**src/rtl/irqd_pkg.sv**
```systemverilog
package irqd_pkg;
  localparam int VEC_W  = 8;
  localparam int DEST_W = 8;
  localparam int DLV_W  = 3;

  // Input level as seen after the polarity inversion
  function automatic logic eff_level(input logic raw, input logic pol);
    return raw ^ pol;
  endfunction

  // Decide whether an asserted pin is taken for delivery
  function automatic logic wants_service(input logic eff, input logic was_pend,
                                         input logic lvl_trig, input logic rirr);
    if (!eff) return 1'b0;
    return lvl_trig ? !rirr : !was_pend;
  endfunction

  // Pin 0 is redirected to the boot processor
  function automatic logic [DEST_W-1:0] steer_dest(input logic is_pin0,
                                                   input logic [DEST_W-1:0] dest,
                                                   input logic [DEST_W-1:0] boot);
    return is_pin0 ? boot : dest;
  endfunction

  function automatic logic steer_dmode(input logic is_pin0, input logic dmode);
    return is_pin0 ? 1'b0 : dmode;
  endfunction
endpackage

```
**src/rtl/irqd_src_merge.sv**
```systemverilog
module irqd_src_merge #(
  parameter int NPINS = 8,
  parameter int NSRC  = 4,
  localparam int PW = $clog2(NPINS),
  localparam int SW = $clog2(NSRC)
) (
  input  logic          clk,
  input  logic          rst_n,
  input  logic          set_valid,
  input  logic [PW-1:0] set_pin,
  input  logic [SW-1:0] set_src,
  input  logic          set_level,
  input  logic          clr_valid,
  input  logic [SW-1:0] clr_src,
  output logic          raw_next
);
  logic [NSRC-1:0] bits_q [NPINS];

  for (genvar p = 0; p < NPINS; p++) begin : g_pin
    for (genvar s = 0; s < NSRC; s++) begin : g_src
      always_ff @(posedge clk) begin
        if (!rst_n)
          bits_q[p][s] <= 1'b0;
        else if (set_valid && set_pin == PW'(p) && set_src == SW'(s))
          bits_q[p][s] <= set_level;
        else if (clr_valid && clr_src == SW'(s))
          bits_q[p][s] <= 1'b0;
      end
    end
  end

  // OR of the addressed pin's sources with the incoming bit applied
  always_comb begin
    logic [NSRC-1:0] row;
    row = bits_q[set_pin];
    row[set_src] = set_level;
    raw_next = |row;
  end
endmodule

```
**src/rtl/irqd_pick.sv**
```systemverilog
module irqd_pick #(
  parameter int NPINS = 8,
  localparam int PW = $clog2(NPINS)
) (
  input  logic [NPINS-1:0] need,
  input  logic             enable,
  output logic             fire,
  output logic [PW-1:0]    fire_pin
);
  always_comb begin
    fire     = 1'b0;
    fire_pin = '0;
    for (int i = NPINS - 1; i >= 0; i--) begin
      if (need[i]) begin
        fire     = enable;
        fire_pin = PW'(i);
      end
    end
  end
endmodule

```
**src/rtl/irqd_eoi_match.sv**
```systemverilog
module irqd_eoi_match import irqd_pkg::*; #(
  parameter int NPINS = 8
) (
  input  logic [NPINS*VEC_W-1:0] cfg_vec,
  input  logic [VEC_W-1:0]       eoi_vec,
  output logic [NPINS-1:0]       hit
);
  for (genvar p = 0; p < NPINS; p++) begin : g_cmp
    assign hit[p] = (cfg_vec[p*VEC_W +: VEC_W] == eoi_vec);
  end
endmodule

```
**src/rtl/irq_dispatch.sv**
```systemverilog
module irq_dispatch import irqd_pkg::*; #(
  parameter int NPINS = 8,
  parameter int NSRC  = 4,
  localparam int PW = $clog2(NPINS),
  localparam int SW = $clog2(NSRC)
) (
  input  logic                    clk,
  input  logic                    rst_n,
  input  logic [DEST_W-1:0]       boot_id,
  input  logic [NPINS-1:0]        cfg_mask,
  input  logic [NPINS-1:0]        cfg_trig,
  input  logic [NPINS-1:0]        cfg_pol,
  input  logic [NPINS-1:0]        cfg_dmode,
  input  logic [NPINS*DLV_W-1:0]  cfg_dlv,
  input  logic [NPINS*VEC_W-1:0]  cfg_vec,
  input  logic [NPINS*DEST_W-1:0] cfg_dest,
  input  logic                    src_valid,
  input  logic [PW-1:0]           src_pin,
  input  logic [SW-1:0]           src_id,
  input  logic                    src_level,
  input  logic                    clr_valid,
  input  logic [SW-1:0]           clr_src,
  input  logic                    eoi_valid,
  input  logic [VEC_W-1:0]        eoi_vec,
  input  logic                    eoi_level,
  output logic                    msg_valid,
  output logic [PW-1:0]           msg_pin,
  output logic [DEST_W-1:0]       msg_dest,
  output logic [VEC_W-1:0]        msg_vec,
  output logic                    msg_dmode,
  output logic [DLV_W-1:0]        msg_dlv,
  output logic                    msg_trig,
  output logic                    msg_level,
  input  logic                    reply_valid,
  input  logic                    reply_ok,
  output logic                    rsp_valid,
  output logic                    rsp_merged,
  output logic [NPINS-1:0]        eoi_ack,
  output logic [NPINS-1:0]        pending,
  output logic [NPINS-1:0]        remote_irr
);
  logic [NPINS-1:0] pend_q, rirr_q, need_q;

  // Source merge: OR of per-source bits for the addressed pin
  logic raw_nx;
  irqd_src_merge #(.NPINS(NPINS), .NSRC(NSRC)) u_merge (
    .clk(clk), .rst_n(rst_n),
    .set_valid(src_valid), .set_pin(src_pin), .set_src(src_id), .set_level(src_level),
    .clr_valid(clr_valid), .clr_src(clr_src),
    .raw_next(raw_nx)
  );

  // Named events for the checker
  logic eff_nx, svc_nx;
  assign eff_nx = eff_level(raw_nx, cfg_pol[src_pin]);
  assign svc_nx = wants_service(eff_nx, pend_q[src_pin], cfg_trig[src_pin], rirr_q[src_pin]);

  logic [NPINS-1:0] src_oh, svc_set;
  assign src_oh  = NPINS'(1) << src_pin;
  assign svc_set = (src_valid && svc_nx) ? src_oh : '0;

  // End-of-interrupt vector match
  logic [NPINS-1:0] vec_hit, rirr_drop, redo;
  irqd_eoi_match #(.NPINS(NPINS)) u_match (
    .cfg_vec(cfg_vec), .eoi_vec(eoi_vec), .hit(vec_hit)
  );
  assign rirr_drop = (eoi_valid && eoi_level) ? (vec_hit & cfg_trig) : '0;
  assign redo      = rirr_drop & ~cfg_mask & pend_q;

  // Lowest-first launch while no message is outstanding
  logic          fire, send;
  logic [PW-1:0] fire_pin;
  irqd_pick #(.NPINS(NPINS)) u_pick (
    .need(need_q), .enable(!msg_valid), .fire(fire), .fire_pin(fire_pin)
  );
  assign send = fire && !cfg_mask[fire_pin];

  logic [NPINS-1:0] fire_clr, acc_set;
  assign fire_clr = fire ? (NPINS'(1) << fire_pin) : '0;
  assign acc_set  = (msg_valid && reply_valid && reply_ok && msg_trig) ?
                    (NPINS'(1) << msg_pin) : '0;

  logic is_pin0;
  assign is_pin0 = (fire_pin == '0);

  always_ff @(posedge clk) begin
    if (!rst_n) begin
      pend_q     <= '0;
      rirr_q     <= '0;
      need_q     <= '0;
      rsp_valid  <= 1'b0;
      rsp_merged <= 1'b0;
      eoi_ack    <= '0;
      msg_valid  <= 1'b0;
      msg_pin    <= '0;
      msg_dest   <= '0;
      msg_vec    <= '0;
      msg_dmode  <= 1'b0;
      msg_dlv    <= '0;
      msg_trig   <= 1'b0;
    end else begin
      if (src_valid) pend_q[src_pin] <= eff_nx;
      need_q     <= (need_q & ~fire_clr) | svc_set | redo;
      rirr_q     <= (rirr_q | acc_set) & ~rirr_drop;
      rsp_valid  <= src_valid && eff_nx;
      rsp_merged <= src_valid && eff_nx && !svc_nx;
      eoi_ack    <= eoi_valid ? vec_hit : '0;
      if (send) begin
        msg_valid <= 1'b1;
        msg_pin   <= fire_pin;
        msg_dest  <= steer_dest(is_pin0, cfg_dest[fire_pin*DEST_W +: DEST_W], boot_id);
        msg_vec   <= cfg_vec[fire_pin*VEC_W +: VEC_W];
        msg_dmode <= steer_dmode(is_pin0, cfg_dmode[fire_pin]);
        msg_dlv   <= cfg_dlv[fire_pin*DLV_W +: DLV_W];
        msg_trig  <= cfg_trig[fire_pin];
      end else if (reply_valid) begin
        msg_valid <= 1'b0;
      end
    end
  end

  assign msg_level  = 1'b1;
  assign pending    = pend_q;
  assign remote_irr = rirr_q;
endmodule

```
**config.mk**
```make
export PLATFORM = sky130hd
export DESIGN_NAME = irq_dispatch
export DESIGN_NICKNAME = d
export VERILOG_FILES = /design/src/rtl/irqd_pkg.sv /design/src/rtl/irqd_src_merge.sv /design/src/rtl/irqd_pick.sv /design/src/rtl/irqd_eoi_match.sv /design/src/rtl/irq_dispatch.sv
export SDC_FILE = /design/constraint.sdc
export NUM_CORES = 1
export LEC_CHECK = 0
export ABC_AREA = 1
export CORE_ASPECT_RATIO = 0.6
export CORE_MARGIN = 2
export CORE_UTILIZATION = 59
export CTS_CLUSTER_DIAMETER = 80
export DETAILED_ROUTE_END_ITERATION = 6
export DONT_BUFFER_PORTS = 1
export GPL_ROUTABILITY_DRIVEN = 0
export PLACE_DENSITY = 0.84
export SLEW_MARGIN = 20
export SYNTH_ARGS = -nofsm -noshare
export SYNTH_HDL_FRONTEND = slang
export SYNTH_SLANG_ARGS = --single-unit
```
**constraint.sdc**
```tcl
create_clock -name clk -period 1.8 [get_ports clk]
set_clock_uncertainty 0.15 [all_clocks]
set_input_delay 0.36 -clock clk [delete_from_list [all_inputs] [get_ports clk]]
set_output_delay 0.36 -clock clk [all_outputs]
set_load 0.03 [all_outputs]
```
==> results of run 1 <==
-- metrics by stage --
stage                     power, mW  setup slack, ns
after floorplan                3.92          -0.0638
after global placement         4.48           -0.352
after detailed placement       4.52           -0.423
after CTS                      6.57           -0.295
after global routing           7.27           -0.545
final                          7.02           -0.505
-- area by class of cell --
| type | instances | area (µm²) | share of cell area |
|---|---|---|---|
| flip-flops and latches | 91 | 2140 | 0.242 |
| clock inverters | 7 | 57.6 | 0.00651 |
| repair buffers | 143 | 1400 | 0.158 |
| inverters | 106 | 418 | 0.0473 |
| clock buffers | 9 | 225 | 0.0255 |
| multi-input cells | 850 | 4410 | 0.498 |
| well taps | 160 | 200 | 0.0226 |
-- critical path, stage by stage (launching register included) --
cell       delay [ns]
dfxtp_2          0.34
inv_2            0.05
o21ai_2          0.12
nand2_1          0.09
nand2_2          0.09
nand2_4          0.10
buf_6            0.15
nor2_8           0.16
inv_4            0.05
nor2_4           0.09
nor2_2           0.05
nand3_2          0.13
nand2_4          0.09
nand2_8          0.11
buf_12           0.13
clkbuf_16        0.14
nand2_1          0.05
nand2_1          0.05
nor2_1           0.04
-- layout by cell type, fill, tap and decap left out, types with 4 or more instances in the layout --
master / synthesis / routed
a21oi_2: 2 / 19
nor2_1: 142 / 130
inv_2: 6 / 8
edfxtp_1: 31 / 31
o22ai_1: 4 / 4
a21oi_1: 39 / 21
nand3_1: 54 / 46
buf_4: 6 / 110
dfxtp_1: 60 / 55
xor2_1: 33 / 33
buf_12: 0 / 11
nand3_2: 4 / 9
nand2_4: 5 / 7
nand4_1: 47 / 47
xnor2_1: 21 / 21
clkbuf_16: 0 / 13
nor2_2: 2 / 8
buf_6: 2 / 10
nor4_1: 6 / 6
nand2_2: 4 / 27
nor3_1: 11 / 10
o21ai_0: 30 / 27
nand2_1: 403 / 375
o21ai_1: 4 / 6
dfxtp_2: 0 / 5
inv_1: 97 / 91
nor2_4: 4 / 11
nand3b_1: 5 / 5
or2_2: 5 / 5
dlygate4sd3_1: 0 / 5
-- final timing paths --
| kind | to | cells past startpoint | startpoint |
|---|---|---|---|
| max reg2reg | msg_vec[2]$_SDFFE_PN0P_ | 18 | need_q[7]$_SDFF_PN0_ |
| max | msg_vec[2]$_SDFFE_PN0P_ | 18 | need_q[7]$_SDFF_PN0_ |
| min reg2reg | u_merge.bits_q[4][0]$_DFF_P_ | 3 | u_merge.bits_q[4][0]$_DFF_P_ |
| min | msg_dest[6]$_SDFFE_PN0P_ | 2 | rst_n |
-- logic make-up after synthesis --
group,synth area share
AND/OR/NAND/NOR,0.439
buffers and inverters,0.0938
AO/OA/AOI/OAI,0.0830
flip-flops,0.313
XOR/XNOR,0.0694
multiplexers,0.00165
other,0.000550
-- where the power goes --
group | switching, mW | leakage (nW) | internal, mW
clock network | 0.915 | 0.135 | 0.961
registers | 0.353 | 0.796 | 2.30
logic | 1.48 | 3.11 | 1.02
total | 2.74 | 4.04 | 4.28
-- flip-flops by register name, summed over array words and instances (netlist names) --
name,count
msg_trig,1
eoi_ack,8
msg_dlv,3
need_q,8
msg_pin,3
msg_dest,8
pending,8
msg_dmode,1
u_merge.bits_q,32
msg_vec,8
msg_valid,1
rsp_valid,1
rsp_merged,1
remote_irr,8
-- what timing repair did --
action	CTS	global route
pin swaps	20	36
cloned	3	5
setup buffers	7	12
hold buffers	3	2
hold endpoints to repair	23	2
endpoints found under the setup margin	43	43
gates resized for setup	46	66
-- layer usage --
metal	wire length, µm	GRT usage
met1	10700	0.562
met5	38	0
met2	11900	0.627
met3	5390	0.225
met4	1860	0.166
-- Yosys cell counts (4+ instances only) --
library cell,instances,area share
a21oi_1,39,0.029
buf_1,7,0.0039
buf_2,17,0.012
buf_4,6,0.0066
clkbuf_1,16,0.0088
dfxtp_1,60,0.18
edfxtp_1,31,0.14
inv_1,97,0.053
inv_2,6,0.0033
nand2_1,403,0.22
nand2_2,4,0.0037
nand2_4,5,0.0083
nand3_1,54,0.040
nand3_2,4,0.0059
nand3b_1,5,0.0055
nand4_1,47,0.043
nor2_1,142,0.078
nor2_4,4,0.0066
nor3_1,11,0.0081
nor4_1,6,0.0055
o21ai_0,30,0.022
o21ai_1,4,0.0029
o22ai_1,4,0.0037
or2_2,5,0.0046
xnor2_1,21,0.027
xor2_1,33,0.042
==> run metrics, run 1 <==
crit path kind reg -> reg; leakage power 4.04 nW; sequential cell area fraction in the yosys report 0.313; period utilization 1.28; CTS Buffer Depth 2; Rel. slew slack 0.641; largest net degree at the start of global routing 37; Reg clk slew, reported paths 0.08 ns; syn_nets 1,310; Global Route Usage Sum 0.438; Die Y 87.3 µm; post-route cell area 8840 µm²; Max-Cap Viols 0; cells after synthesis 1,094; DRT Wirelength 29,900 µm; IO Port Bufs 0; PwrDens 794 nW/µm²; clk sinks 91; flop-to-flop setup slack -0.51 ns; total number of vias 8,578; Core ar. 11,300 µm²; CTS Buf Count 9; IO Pins 268; first-pass GRT wire length 41,200 µm; max-slew violations 0; initial drt markers 1,338; placed inst area 7770 µm²; Post-synth EDFFs 31; dpl cells 1,322; DP Wirelength 19,900 µm; Hold WS -0.00942 ns; Yosys warnings 0; CP required 1.89 ns; Post-Synthesis Cell Area 6820 µm²; vias per cell 6.28; final net count 1,417; CP startpoint kind flip-flop; TritonCTS clock tree yes; Top FF cell, synth dfxtp_1; initial antenna violation count 0; row count 30; Antenna Nets Post-Route 0; CTS H-tree depth 3; worst setup margin -0.505 ns; endpoints failing setup 43; Initial DRT Pass Iterations 7; Final Hold Viols 11; Max VDD drop 481 µV; unique cell type count in the Yosys netlist 48; number of global-route vias before repair 7,706; min-delay worst type in -> reg; outcome complete, but fails checks; # diodes 0; root buffer cell clkbuf_16; crit path time final 2.31 ns; filler cell count 755; arrival time worst endpoint 2.39 ns; Avg Cell Area, Syn 6.23 µm²; post-detailed-route wirelength per cell 21.9 µm; Worst Path Max Fanout 6; DRC violations left 18; worst-skew pair later-pin latency 0.35 ns; Initial Util 0.603; Setup TNS Final -13.95 ns; Max Freq 434 MHz; RSZ-0062 raised after global routing yes; Non-Filler Instances 1,366; ys async rst share 0; CP endpoint kind flip-flop; FF+latch count, synth 91; final core utilization 0.783; die span in x 143 µm; area grow syn2layout 29.7%; Least-Margin Pin Slew 0.537 ns; Die ar. 12,500 µm²; grt ovf 0; failing checks DRC, hold timing, setup timing; share of layout cells above drive strength 1 0.227
(Power assumes the default switching activity.)
==> run 2: changes to the inputs <==
--- a/config.mk
+++ b/config.mk
@@ -8,12 +8,13 @@
 export ABC_AREA = 1
 export CORE_ASPECT_RATIO = 0.6
 export CORE_MARGIN = 2
-export CORE_UTILIZATION = 59
+export CORE_UTILIZATION = 60
+export CTS_BUF_LIST = sky130_fd_sc_hd__clkbuf_8
 export CTS_CLUSTER_DIAMETER = 80
 export DETAILED_ROUTE_END_ITERATION = 6
 export DONT_BUFFER_PORTS = 1
 export GPL_ROUTABILITY_DRIVEN = 0
-export PLACE_DENSITY = 0.84
+export PLACE_DENSITY = 0.85
 export SLEW_MARGIN = 20
 export SYNTH_ARGS = -nofsm -noshare
 export SYNTH_HDL_FRONTEND = slang
==> run 2 against run 1 <==
  * The flow still finishes with violations (DRC, hold timing, setup timing)
  * Setup slack hardly changed
  * Sequential cell count unchanged
  * First-iteration DRC count grew 39%
  * Hold slack worse by 0.046 ns
  * Design area fell by 0.93%
  * Maximum frequency about the same
  * Critical path type unchanged
  * Largest cell class unchanged
  * Largest power group unchanged
==> run metrics, run 2 (synthesis results as in run 1) <==
vias per cell 6.53 (+3.9%); Initial DRT Pass Iterations 7 (unchanged); Least-Margin Pin Slew 0.658 ns (+0.120 ns); IO Port Bufs 0 (unchanged); clk sinks 91 (unchanged); CTS Buffer Depth 2 (unchanged); worst-skew pair later-pin latency 0.39 ns (+0.04 ns); most frequent cells in the layout nand2_1 (372), nor2_1 (127), buf_4 (120), inv_1 (93), dfxtp_1 (53); total power draw 6.60 mW (-6.1%); DRC violations left 213 (+195); crit-path max cell delay 0.43 ns (+0.09 ns); RSZ-0062 raised after global routing yes; Core ar. 11,200 µm² (-1.0%); Max-Cap Viols 0 (unchanged); internal cell power 3.85 mW (-10%); first-pass GRT wire length 42,400 µm (+2.9%); Global Route Usage Sum 0.455 (+0.0173); CP top delay family simple AND/OR/NAND/NOR gates; Reg clk slew, reported paths 0.11 ns (+0.03 ns); PwrDens 753 nW/µm² (-5.2%); Hold WS -0.0558 ns (-0.0464 ns); Max VDD drop 430 µV (-11%); crit path time final 2.31 ns (-0.00000800 ns); # hold bufs at CTS 8 (+5); grt ovf 0 (unchanged); placed inst area 7850 µm² (+0.97%); initial antenna violation count 1 (+1); dpl cells 1,317 (-0.38%); worst path cell trace nand2_1, nand2_1, nor2_1, nand2_1, nand2_1, nand2_1, inv_1, nand2_1, nand2_2, nand3_4, nor2_4, nand2_2, a21oi_2; failing checks DRC, hold timing, setup timing; CTS Buf Count 9 (unchanged); critical path's slowest cell edfxtp_1; initial drt markers 1,861 (+39%); Die Y 86.6 µm (-0.80%); outcome complete, but fails checks; # diodes 0 (unchanged); Setup WS pre-CTS -0.421 ns (+0.00235 ns); area grow syn2layout 28.5%; CP startpoint kind flip-flop; Buf+Inv Stages, Crit Path 1 (-4); met1 usage 0.566 (+0.00432); DRT Wirelength 30,800 µm (+3.1%); DP Wirelength 20,300 µm (+2.1%); CP endpoint kind flip-flop; endpoints failing setup 44 (+2.3%); root buffer cell clkbuf_8; Non-Filler Instances 1,360 (-0.44%); share of total power in the clock network 0.221 (-0.046); Switch Pwr 2.75 mW (about the same); number of global-route vias before repair 7,734 (+0.36%); row count 30 (unchanged); most common cell after layout, fill and taps aside nand2_1; final net count 1,427 (+0.71%); Final Hold Viols 23 (+12); IO Pins 268 (unchanged); switching share of power 0.416 (+0.0257); CTS H-tree depth 3 (unchanged); Initial Util 0.610 (+0.00607); Largest register FFs 32 (unchanged); max-slew violations 0 (unchanged); arrival time worst endpoint 2.48 ns (+0.09 ns); worst setup margin -0.505 ns (+0.00000800 ns); leakage power 4.03 nW (-0.31%); Die ar. 12,300 µm² (-1.6%); Most flops, register u_merge.bits_q; TritonCTS clock tree yes; Rel. slew slack 0.560 (-0.0814); post-detailed-route wirelength per cell 22.7 µm (+3.6%); Antenna Nets Post-Route 0 (unchanged); min-delay worst type in -> reg; Max Freq 434 MHz (about the same); period utilization 1.28 (about the same); M3 GR Usage 0.236 (+0.0111); combinational power share 0.377 (+0.021); Reg power frac 0.402 (+0.025); die span in x 142 µm (-0.81%); CP required 1.97 ns (+0.08 ns); largest net degree at the start of global routing 37 (unchanged); share of layout cells above drive strength 1 0.236 (+0.00882); Worst path most repeated cell nand2_1; crit path kind reg -> reg; total number of vias 8,874 (+3.5%); Worst Path Max Fanout 8 (+2); met2 usage 0.657 (+0.0295); GRT busiest layer met2; post-route cell area 8760 µm² (-0.93%)
run 2: cell count changes in the layout (fill, tap and decap cells not counted), sizes merged:
cell | previous run | this run
dlygate4sd3 | 5 | 8
clkinv | 3 | 5
clkinvlp | 3 | 0
nor2 | 150 | 149
inv | 107 | 108
clkbuf | 13 | 11
nand2 | 412 | 413
buf | 133 | 142
run 2: timing repair:
item | 4_1_cts | 5_1_grt
cloned | 1 | 3
hold endpoints to repair | 31 | 23
endpoints found under the setup margin | 43 | 44
buffers inserted | 11 | 7
resized for setup | 64 | 63
pin swaps | 19 | 31
run 2: routing by layer:
layer	routed length, µm	vias up
li1	-	3725
met1	10500	3892
met2	12100	966
met3	5770	283
met4	2300	8
met5	171	-
run 2: final timing paths:
path	from	endpoint	slack, ns	depth (start not counted)
max	u_merge.bits_q[7][2]$_SDFFCE_PP0P_	need_q[4]$_SDFF_PN0_	-0.51	13
min	rst_n	msg_vec[7]$_SDFFE_PN0P_	-0.06	2
max reg2reg	u_merge.bits_q[7][2]$_SDFFCE_PP0P_	need_q[4]$_SDFF_PN0_	-0.51	13
min reg2reg	msg_pin[0]$_SDFFE_PN0P_	msg_pin[0]$_SDFFE_PN0P_	0.42	2
run 2: layout make-up:
| type | count | area [µm²] |
|---|---|---|
| Sequential cell | 91 | 2140 |
| Tap cell | 144 | 180 |
| Timing Repair Buffer | 153 | 1380 |
| Fill cell | 715 | 2430 |
| Multi-Input combinational cell | 850 | 4440 |
| Clock inverter | 7 | 76.3 |
| Inverter | 106 | 414 |
| Clock buffer | 9 | 124 |
run 2: through the flow:
step | utilization | TNS, ns
after global placement | 0.701 | -10.54
after CTS | 0.755 | -5.90
after global routing | 0.783 | -18.66
final | 0.783 | -16.03
after detailed placement | 0.701 | -13.26
after floorplan | - | -1.04
run 2: worst reg2reg max path: stages, from the launching register on:
cell	delay, ns
edfxtp_1	0.43
nand2_1	0.20
nand2_1	0.08
nor2_1	0.13
nand2_1	0.07
nand2_1	0.06
nand2_1	0.09
inv_1	0.12
nand2_1	0.08
nand2_2	0.11
nand3_4	0.11
nor2_4	0.30
nand2_2	0.13
a21oi_2	0.18
run 2: power by group through the flow:
stage	registers (mW)	logic, mW	clock network, mW
4_1_cts	2.64	2.11	1.44
5_1_grt	2.66	2.64	1.53
3_3_place_gp	2.68	1.84	0
6_report	2.65	2.49	1.46
2_1_floorplan	2.66	1.26	0
3_5_place_dp	2.68	1.88	0
==> run 3: changes to the inputs <==
==> constraint.sdc (replaced) <==
create_clock -name clk -period 1.8 [get_ports clk]
set_clock_uncertainty 0.15 [all_clocks]
set_input_delay 0.27 -clock clk [delete_from_list [all_inputs] [get_ports clk]]
set_output_delay 0.27 -clock clk [all_outputs]
set_load 0.03 [all_outputs]
==> run 3 against run 2 <==
  * First-iteration DRC count decreased by 20%
  * Sequential power about the same
  * Sequential share of layout area shrank 0.31 points
  * Wire length fell by 4.8%
  * Setup slack better by 0.073 ns
  * The flow finishes with violations (setup timing)
  * Critical path depth rose by 4
  * Non-clock buffer count increased by 10
  * Critical endpoint is now msg_dest[1]$_SDFFE_PN0P_
==> run metrics, run 3 (synthesis results as in run 1) <==
outcome complete, but fails checks; failing checks setup timing; post-route cell area 8860 µm² (+1.2%); worst hold stages 3 (+1); Antenna Nets Post-Route 0 (unchanged); Reg-to-Reg End msg_dest[1]$_SDFFE_PN0P_; first-pass GRT wire length 41,100 µm (-3.2%); Worst path most repeated cell nand2_2; CP endpoint kind flip-flop; root buffer cell clkbuf_8; share of layout cells above drive strength 1 0.223 (-0.0132); most frequent cells in the layout nand2_1 (380), nor2_1 (131), buf_4 (111), inv_1 (93), dfxtp_1 (55); Max VDD drop 575 µV (+34%); row count 30 (unchanged); Hold Startpoint rst_n; CTS Buffer Depth 2 (unchanged); Die Y 86.6 µm (unchanged); Largest register FFs 32 (unchanged); Rel. slew slack 0.644 (+0.0845); hold path endpoint msg_vec[1]$_SDFFE_PN0P_; Max-Cap Viols 0 (unchanged); arrival time worst endpoint 2.40 ns (-0.08 ns); endpoints failing setup 34 (-23%); Setup WS pre-CTS -0.309 ns (+0.112 ns); min-delay worst type in -> reg; DRC violations left 0 (-100%); reg2reg path depth 17 (+4); RSZ-0062 raised after global routing yes; Global Route Usage Sum 0.440 (-0.0154); Setup crit start need_q[7]$_SDFF_PN0_; crit path kind reg -> reg; critical path's slowest cell dfxtp_2; most common cell after layout, fill and taps aside nand2_1; flop-to-flop setup slack -0.43 ns (+0.07 ns); IO Port Bufs 0 (unchanged); PwrDens 741 nW/µm² (-1.6%); Die ar. 12,300 µm² (unchanged); worst path cell trace inv_2, o21ai_2, nand2_2, nand2_2, nand2_4, nand2_2, nand2_2, nor2_4, buf_6, buf_12, buf_12, nand2_1, nand3b_1, nand2_1, nand2_1, nand3_1, a21oi_1; Final Hold Viols 0 (-100%); grt ovf 0 (unchanged); max-slew violations 0 (unchanged); CTS Buf Count 9 (unchanged); TritonCTS clock tree yes; final net count 1,436 (+0.63%); total number of vias 8,737 (-1.5%); Initial DRT Pass Iterations 7 (unchanged); R2R Path Start need_q[7]$_SDFF_PN0_; CP required 1.97 ns (about the same); post-detailed-route wirelength per cell 21.4 µm (-5.4%); CTS H-tree depth 3 (unchanged); Worst Path Max Fanout 7 (-1); crit path time final 2.23 ns (-0.0729 ns); Initial Util 0.610 (unchanged); placed inst area 7760 µm² (-1.1%); Least-Margin Pin Slew 0.529 ns (-0.128 ns); die span in x 142 µm (unchanged); Max Freq 448 MHz (+3.3%); largest net degree at the start of global routing 33 (-11%); area grow syn2layout 30.0%; CP startpoint kind flip-flop; DP Wirelength 19,900 µm (-2.2%); filler cell count 688 (-3.8%); number of global-route vias before repair 7,651 (-1.1%); initial drt markers 1,489 (-20%); Reg clk slew, reported paths 0.12 ns (about the same); leakage power 4.09 nW (+1.5%); period utilization 1.24 (-0.0405); Most flops, register u_merge.bits_q; worst-skew pair later-pin latency 0.40 ns (about the same); IO Pins 268 (unchanged); crit-path max cell delay 0.35 ns (-0.08 ns); vias per cell 6.38 (-2.3%); DRT Wirelength 29,300 µm (-4.8%); initial antenna violation count 0 (-1); total power draw 6.57 mW (-0.42%); Core ar. 11,200 µm² (unchanged); worst setup margin -0.432 ns (+0.0729 ns); clk sinks 91 (unchanged)
[run 3: metrics by stage]
step | utilization | TNS, ns | instances | hold WS, ns
floorplan | - | -0.581 | 1094 | 0.283
global placement | 0.694 | -6.69 | 1307 | 0.250
detailed placement | 0.694 | -9.10 | 1307 | 0.254
CTS | 0.766 | -6.42 | 1365 | 0.00294
global route | 0.792 | -14.19 | 1369 | 0.0150
finish | 0.792 | -11.44 | 1370 | 0.0144
[run 3: layer usage]
metal  global-route usage  routed length (µm)  up-vias  share of wire
li1                     -                   -     3746              -
met1                0.563               10300     3866           0.35
met2                0.634               11700      902           0.40
met3                0.210                5580      223           0.19
met4                0.192                1810        0          0.062
met5                    0                   0        -              0
[run 3: worst max-delay path by stage]
stage	to	slack [ns]
2_1_floorplan	msg_vec[7]$_SDFFE_PN0P_	-0.06
3_3_place_gp	msg_dmode$_SDFFE_PN0P_	-0.24
3_5_place_dp	need_q[0]$_SDFF_PN0_	-0.31
4_1_cts	msg_dest[7]$_SDFFE_PN0P_	-0.27
5_1_grt	msg_dest[1]$_SDFFE_PN0P_	-0.49
6_report	msg_dest[1]$_SDFFE_PN0P_	-0.43
[run 3: area by class of cell]
class / instances / area (µm²) / share of cell area
clock inverters: 7 / 65.1 / 0.00734
flip-flops and latches: 91 / 2140 / 0.241
diodes: 1 / 2.50 / 0.000282
inverters: 106 / 407 / 0.0459
well taps: 144 / 180 / 0.0203
repair buffers: 163 / 1580 / 0.178
clock buffers: 9 / 124 / 0.0140
multi-input cells: 849 / 4360 / 0.492
[run 3: what timing repair did]
item                       4_1_cts  5_1_grt
setup endpoints to repair       42       43
hold endpoints to repair        37        3
gates resized for setup         43       75
cloned                           5        0
pin swaps                       25       20
hold buffers                    17        2
setup buffers                   20        3
[run 3: worst max-delay path, delay by kind of cell (launching register included)]
kind	cells	cell delay, ns
AOI/OAI and AO/OA	2	0.26
buffers and inverters	4	0.42
and+or+nand+nor	11	0.98
DFF	1	0.35
[run 3: power breakdown]
group | total (mW) | switching (mW) | internal (mW)
sequential | 2.65 | 0.357 | 2.30
combinational | 2.48 | 1.45 | 1.03
clock | 1.43 | 0.890 | 0.543
